File: src/rtl/rfs_pkg.sv
package rfs_pkg;

  typedef enum logic [1:0] {
    SH_NONE = 2'b00,
    SH_DOWN = 2'b01,
    SH_UP   = 2'b10
  } shiftMode_t;

  typedef struct packed {
    logic       wrEn;
    shiftMode_t mode;
  } wrCtl_t;

  localparam int INSTR_W = 9;
  localparam int DEST_HI = 8;
  localparam int DEST_LO = 6;
  localparam int DEST_W  = DEST_HI - DEST_LO + 1;

endpackage

File: src/rtl/rfs_ctrl.sv
module rfs_ctrl
  import rfs_pkg::*;
(
  input  logic [1:0] destSel,
  output wrCtl_t     ctl
);

  always_comb begin
    ctl = '{wrEn: 1'b0, mode: SH_NONE};
    unique case (destSel)
      2'b00: ctl = '{wrEn: 1'b0, mode: SH_NONE};
      2'b01: ctl = '{wrEn: 1'b1, mode: SH_NONE};
      2'b10: ctl = '{wrEn: 1'b1, mode: SH_DOWN};
      2'b11: ctl = '{wrEn: 1'b1, mode: SH_UP};
      default: ctl = '{wrEn: 1'b0, mode: SH_NONE};
    endcase
  end

endmodule

File: src/rtl/rfs_datapath.sv
module rfs_datapath
  import rfs_pkg::*;
#(
  parameter int WIDTH     = 4,
  parameter int DEPTH     = 16,
  parameter bit USE_RESET = 1'b1,
  localparam int ADDR_W   = $clog2(DEPTH)
) (
  input  logic              clk,
  input  logic              rst,
  input  wrCtl_t            ctl,
  input  logic [WIDTH-1:0]  fIn,
  input  logic [ADDR_W-1:0] addrA,
  input  logic [ADDR_W-1:0] addrB,
  input  logic              msbIn,
  input  logic              lsbIn,
  output logic [WIDTH-1:0]  rdA,
  output logic [WIDTH-1:0]  rdB,
  output logic              msbOut,
  output logic              msbOutEn,
  output logic              lsbOut,
  output logic              lsbOutEn
);

  logic [WIDTH-1:0] wordQ [DEPTH];
  logic [WIDTH-1:0] wrData;
  logic [DEPTH-1:0] wordWe;

  // Shifter folded into the write path
  always_comb begin
    unique case (ctl.mode)
      SH_DOWN: wrData = {msbIn, fIn[WIDTH-1:1]};
      SH_UP:   wrData = {fIn[WIDTH-2:0], lsbIn};
      default: wrData = fIn;
    endcase
  end

  // Serial outputs toward neighbouring slices
  assign lsbOutEn = (ctl.mode == SH_DOWN);
  assign msbOutEn = (ctl.mode == SH_UP);
  assign lsbOut   = lsbOutEn ? fIn[0] : 1'b0;
  assign msbOut   = msbOutEn ? fIn[WIDTH-1] : 1'b0;

  for (genvar g = 0; g < DEPTH; g++) begin : gWord
    assign wordWe[g] = ctl.wrEn && (addrB == ADDR_W'(g));

    always_ff @(posedge clk) begin
      if (USE_RESET && rst) begin
        wordQ[g] <= '0;
      end else if (wordWe[g]) begin
        wordQ[g] <= wrData;
      end
    end
  end

  assign rdA = wordQ[addrA];
  assign rdB = wordQ[addrB];

endmodule

File: src/rtl/rfs_regfile.sv
module rfs_regfile
  import rfs_pkg::*;
#(
  parameter int WIDTH     = 4,
  parameter int DEPTH     = 16,
  parameter bit USE_RESET = 1'b1,
  localparam int ADDR_W   = $clog2(DEPTH)
) (
  input  logic               clk,
  input  logic               rst,
  input  logic [INSTR_W-1:0] instr,
  input  logic [WIDTH-1:0]   fIn,
  input  logic [ADDR_W-1:0]  addrA,
  input  logic [ADDR_W-1:0]  addrB,
  input  logic               msbIn,
  input  logic               lsbIn,
  output logic [WIDTH-1:0]   rdA,
  output logic [WIDTH-1:0]   rdB,
  output logic               msbOut,
  output logic               msbOutEn,
  output logic               lsbOut,
  output logic               lsbOutEn
);

  wrCtl_t ctl;
  logic   unusedInstr;

  // Only the upper two destination bits matter here
  assign unusedInstr = ^instr[DEST_LO:0];

  rfs_ctrl ctrl_i (
    .destSel (instr[DEST_HI:DEST_HI-1]),
    .ctl     (ctl)
  );

  rfs_datapath #(
    .WIDTH     (WIDTH),
    .DEPTH     (DEPTH),
    .USE_RESET (USE_RESET)
  ) dp_i (
    .clk      (clk),
    .rst      (rst),
    .ctl      (ctl),
    .fIn      (fIn),
    .addrA    (addrA),
    .addrB    (addrB),
    .msbIn    (msbIn),
    .lsbIn    (lsbIn),
    .rdA      (rdA),
    .rdB      (rdB),
    .msbOut   (msbOut),
    .msbOutEn (msbOutEn),
    .lsbOut   (lsbOut),
    .lsbOutEn (lsbOutEn)
  );

endmodule

File: config.mk
export PLATFORM = sky130hd
export DESIGN_NAME = rfs_regfile
export DESIGN_NICKNAME = d
export VERILOG_FILES = /design/src/rtl/rfs_pkg.sv /design/src/rtl/rfs_ctrl.sv /design/src/rtl/rfs_datapath.sv /design/src/rtl/rfs_regfile.sv
export SDC_FILE = /design/constraint.sdc
export NUM_CORES = 1
export LEC_CHECK = 0
export BUFFER_PORTS_ARGS = -buffer_cell sky130_fd_sc_hd__buf_2
export CAP_MARGIN = 20
export CORE_ASPECT_RATIO = 0.75
export CORE_UTILIZATION = 56
export DETAILED_ROUTE_END_ITERATION = 12
export PLACE_DENSITY_LB_ADDON = 0.05
export SYNTH_ARGS = -nofsm -noshare
export SYNTH_HDL_FRONTEND = slang
export SYNTH_HIERARCHICAL = 1
export SYNTH_SLANG_ARGS = --single-unit
File: constraint.sdc
create_clock -name clk -period 2.1 [get_ports clk]
set_input_delay 0.315 -clock clk [delete_from_list [all_inputs] [get_ports clk]]
set_output_delay 0.315 -clock clk [all_outputs]
set_load 0.02 [all_outputs]
==> run summary <==
FLOORPLANNING
---------------------------------------------------------------------------------
Vert. Die Dim                                                             72.7 um
Die area                                                                 7000 um2
Std-Cell Core Area                                                       6380 um2
Floorplan die width                                                       96.3 um
Initial Util                                                                0.585
Number of rows in the core area                                                25
# IOs                                                                          37

DRT
---------------------------------------------------------------------------------
Via density per instance                                                     6.58
Top layer reached by signal wires                                            met4
Total vias in the final route                                               2,639
Residual DRC count                                                              0
WL met2                                                                   3990 um
DRT iter0 DRCs                                                                375
Number of optimization iterations in the first detailed-route pass              5
Routed wire per std cell                                                  22.7 um
Routed metal-1 wirelength                                                 3920 um
Routed Wire Length                                                        9110 um
WL met3                                                                   1100 um
Post-route antenna net violation count                                          0

CLOCK NETWORK
---------------------------------------------------------------------------------
Clock tree from TritonCTS                                                     yes
TritonCTS Sinks                                                                64
Clk slew on worst S/H paths                                                 60 ps
Number of H-tree levels                                                         3
Clock tree buffer depth                                                         2
Inserted Clock Buffers                                                          9
Hold bufs inserted after CTS                                                    0
Clock Root Buffer                                                    sky130_fd_sc_hd__clkbuf_8

MIN PATH
---------------------------------------------------------------------------------
Worst Min Path Start                                                          rst
Hold Crit Class                                                         in -> reg

CELLS AND AREA
---------------------------------------------------------------------------------
Count of antenna diodes in the layout                                           0
Share of post-route cells with drive strength above 1                       0.353
Layout fillers                                                                494
Largest reg by FF count                                                dp_i/wordQ
Top flop regs                                                        dp_i/wordQ x64
Area of combinational cells with multiple inputs                         1670 um2
Largest register FFs                                                           64
Area growth from synthesis to layout                                        14.3%
Final net count                                                               343
Core occupancy in the finished layout                                       0.668
FF+latch area                                                            1920 um2

CRITICAL PATH
---------------------------------------------------------------------------------
Required time worst endpoint                                              1780 ps
Stage delay of the slowest cell on the critical path                       500 ps
Critical-path cell list                                              mux4_2 -> a22oi_2 -> nand3_1 -> buf_2
Maximum net fanout on the critical path                                         2
Critical path buffer and inverter count                                         1
CP delay by family, top                                              multiplexers
Startpoint class of the critical path                                   flip-flop
Beginning of the critical path                                       dp_i/wordQ[1][0]
Slowest stage cell, crit path                                        sky130_fd_sc_hd__mux4_2
Kind of end point of the critical path                                output port
Arr. time, crit path                                                      1800 ps
Crit path kind                                                         reg -> out

STA
---------------------------------------------------------------------------------
Unrepaired setup endpoints after global routing                              true
Number of pins with negative max-slew slack in the final report                 0
Final Hold Violating Endpoints                                                  0
Post-Route Setup TNS                                                     -14.1 ps
Final worst-path cycle share                                                 1.01
Slew Limit Headroom                                                         0.505
Final critical path time including I/O delays and setup                   2110 ps
Max Clock Freq                                                            473 MHz
Total of endpoints with negative setup slack in the final report                1
Setup ws final                                                           -14.1 ps
Transition time at the pin with the least slew margin                      732 ps

STATUS
---------------------------------------------------------------------------------
Result of the run                                                    finished, violations left
Violated checks                                                      setup timing

YOSYS
---------------------------------------------------------------------------------
Primary flip-flop cell chosen by synthesis mapping                   sky130_fd_sc_hd__edfxtp_1
Net count after synthesis                                                     304
Number of synthesized flops with an enable pin                                 64
Sequential share of the synthesized area                                    0.515
Most common cell in the synthesized netlist                          sky130_fd_sc_hd__nor2_1
Main area contributors after synthesis                               sky130_fd_sc_hd__edfxtp_1, sky130_fd_sc_hd__mux4_1, sky130_fd_sc_hd__nor2_1
Number of distinct library cells after synthesis                               27
Share of Yosys cell area claimed by the top area cell type                  0.515
Cell area after synthesis                                                3730 um2
Number of register bits inferred by synthesis                                  64
Synthesis warning total                                                         6
Syn Inst Count                                                                276
Mean area per synthesized cell                                           13.5 um2
Top cell type by total area after synthesis                          sky130_fd_sc_hd__edfxtp_1
Async set-reset flop share out of synthesis                                     0
Top cells by instance count after synthesis                          sky130_fd_sc_hd__nor2_1, sky130_fd_sc_hd__edfxtp_1, sky130_fd_sc_hd__mux4_1

GLOBAL ROUTING
---------------------------------------------------------------------------------
Global-route wire length before repair                                  13,500 um
Antenna violations before repair                                                0
Global Route Usage Sum                                                      0.281
Total overflow reported by the global router                                    0
Maximum number of pins on one net before global-route repair                   17
Via count of the first global-routing pass                                  2,423

JOB
---------------------------------------------------------------------------------
Max-capacitance violation count                                                 0

PWR
---------------------------------------------------------------------------------
Sw Ratio                                                                    0.267
Net switching power figure                                                 838 uW
Static leakage                                                            1.59 nW
Max IR drop VDD                                                          0.516 mV
Portion of total power attributed to the clock network                      0.322
Power density of the placed cells                                      735 nW/um2
Power Internal                                                            2.30 mW
Share of power burned in combinational logic                                0.187
Register share of total power                                               0.491

PLACED DESIGN
---------------------------------------------------------------------------------
Final HPWL from detailed placement                                        6690 um
Count of buffers inserted at the top-level ports                               29
Final Wtd Congestion                                                        0.853

## worst paths after layout
path          endpoint  depth (start not counted)
max             rdA[0]                          4
min   dp_i/wordQ[1][2]                          2
## repair_timing
item	in CTS	in global routing
gates resized for setup	12	18
pin swaps	1	2
buffers inserted	0	0
setup endpoints to repair	8	8
## cells in the final DEF, fill, tap and decap left out, drive strengths merged
master,instances
a221o,4
a22oi,12
a31o,12
a41o,4
and2,4
and2b,1
and4b,1
and4bb,2
buf,51
bufinv,1
clkbuf,10
clkinv,4
clkinvlp,1
edfxtp,64
ha,3
inv,3
mux4,32
nand2,20
nand3,12
nor2,67
nor2b,6
nor4b,1
o21ai,4
or2,1
## stage by stage
stage | std cells | area (um2) | power, mW | hold slack [ps] | setup WS [ps]
3_3_place_gp | 385 | 4050 | 2.10 | 833 | -73.7
6_report | 401 | 4270 | 3.14 | 481 | -14.1
2_1_floorplan | 276 | 3730 | 1.89 | 644 | 152
3_5_place_dp | 385 | 4050 | 2.11 | 827 | -80.8
5_1_grt | 401 | 4270 | 3.24 | 481 | -56.2
4_1_cts | 401 | 4260 | 3.12 | 477 | 5.24
## routing by layer
| layer | up-vias | track usage |
|---|---|---|
| met4 | 0 | 0.0697 |
| met3 | 13 | 0.109 |
| met5 | - | 0 |
| li1 | 1162 | - |
| met1 | 1302 | 0.413 |
| met2 | 162 | 0.395 |
## layout make-up
| cell class | count | area share |
|---|---|---|
| Multi-Input combinational cell | 186 | 0.391 |
| Timing Repair Buffer | 51 | 0.0880 |
| Clock buffer | 10 | 0.0299 |
| Sequential cell | 64 | 0.451 |
| Clock inverter | 6 | 0.0141 |
| Inverter | 3 | 0.00264 |
| Tap cell | 81 | 0.0238 |
## power by group through the flow
stage	clock network, mW	registers (mW)	logic, mW
floorplan	0	1.54	0.359
global placement	0	1.56	0.542
detailed placement	0	1.56	0.547
CTS	1.02	1.54	0.563
global route	1.07	1.55	0.624
finish	1.01	1.54	0.586
## kinds of logic (layout without fill, tap and decap cells)
logic type / count (synthesis) / after routing / synth area share
multiplexers: 32 / 32 / 0.218
AO/OA/AOI/OAI: 36 / 36 / 0.0791
adder cells (fa/ha/maj): 3 / 3 / 0.0101
AND/OR/NAND/NOR: 115 / 115 / 0.136
flip-flops: 64 / 64 / 0.515
buffers and inverters: 26 / 70 / 0.0409
Power figures use the tool's default switching activity.
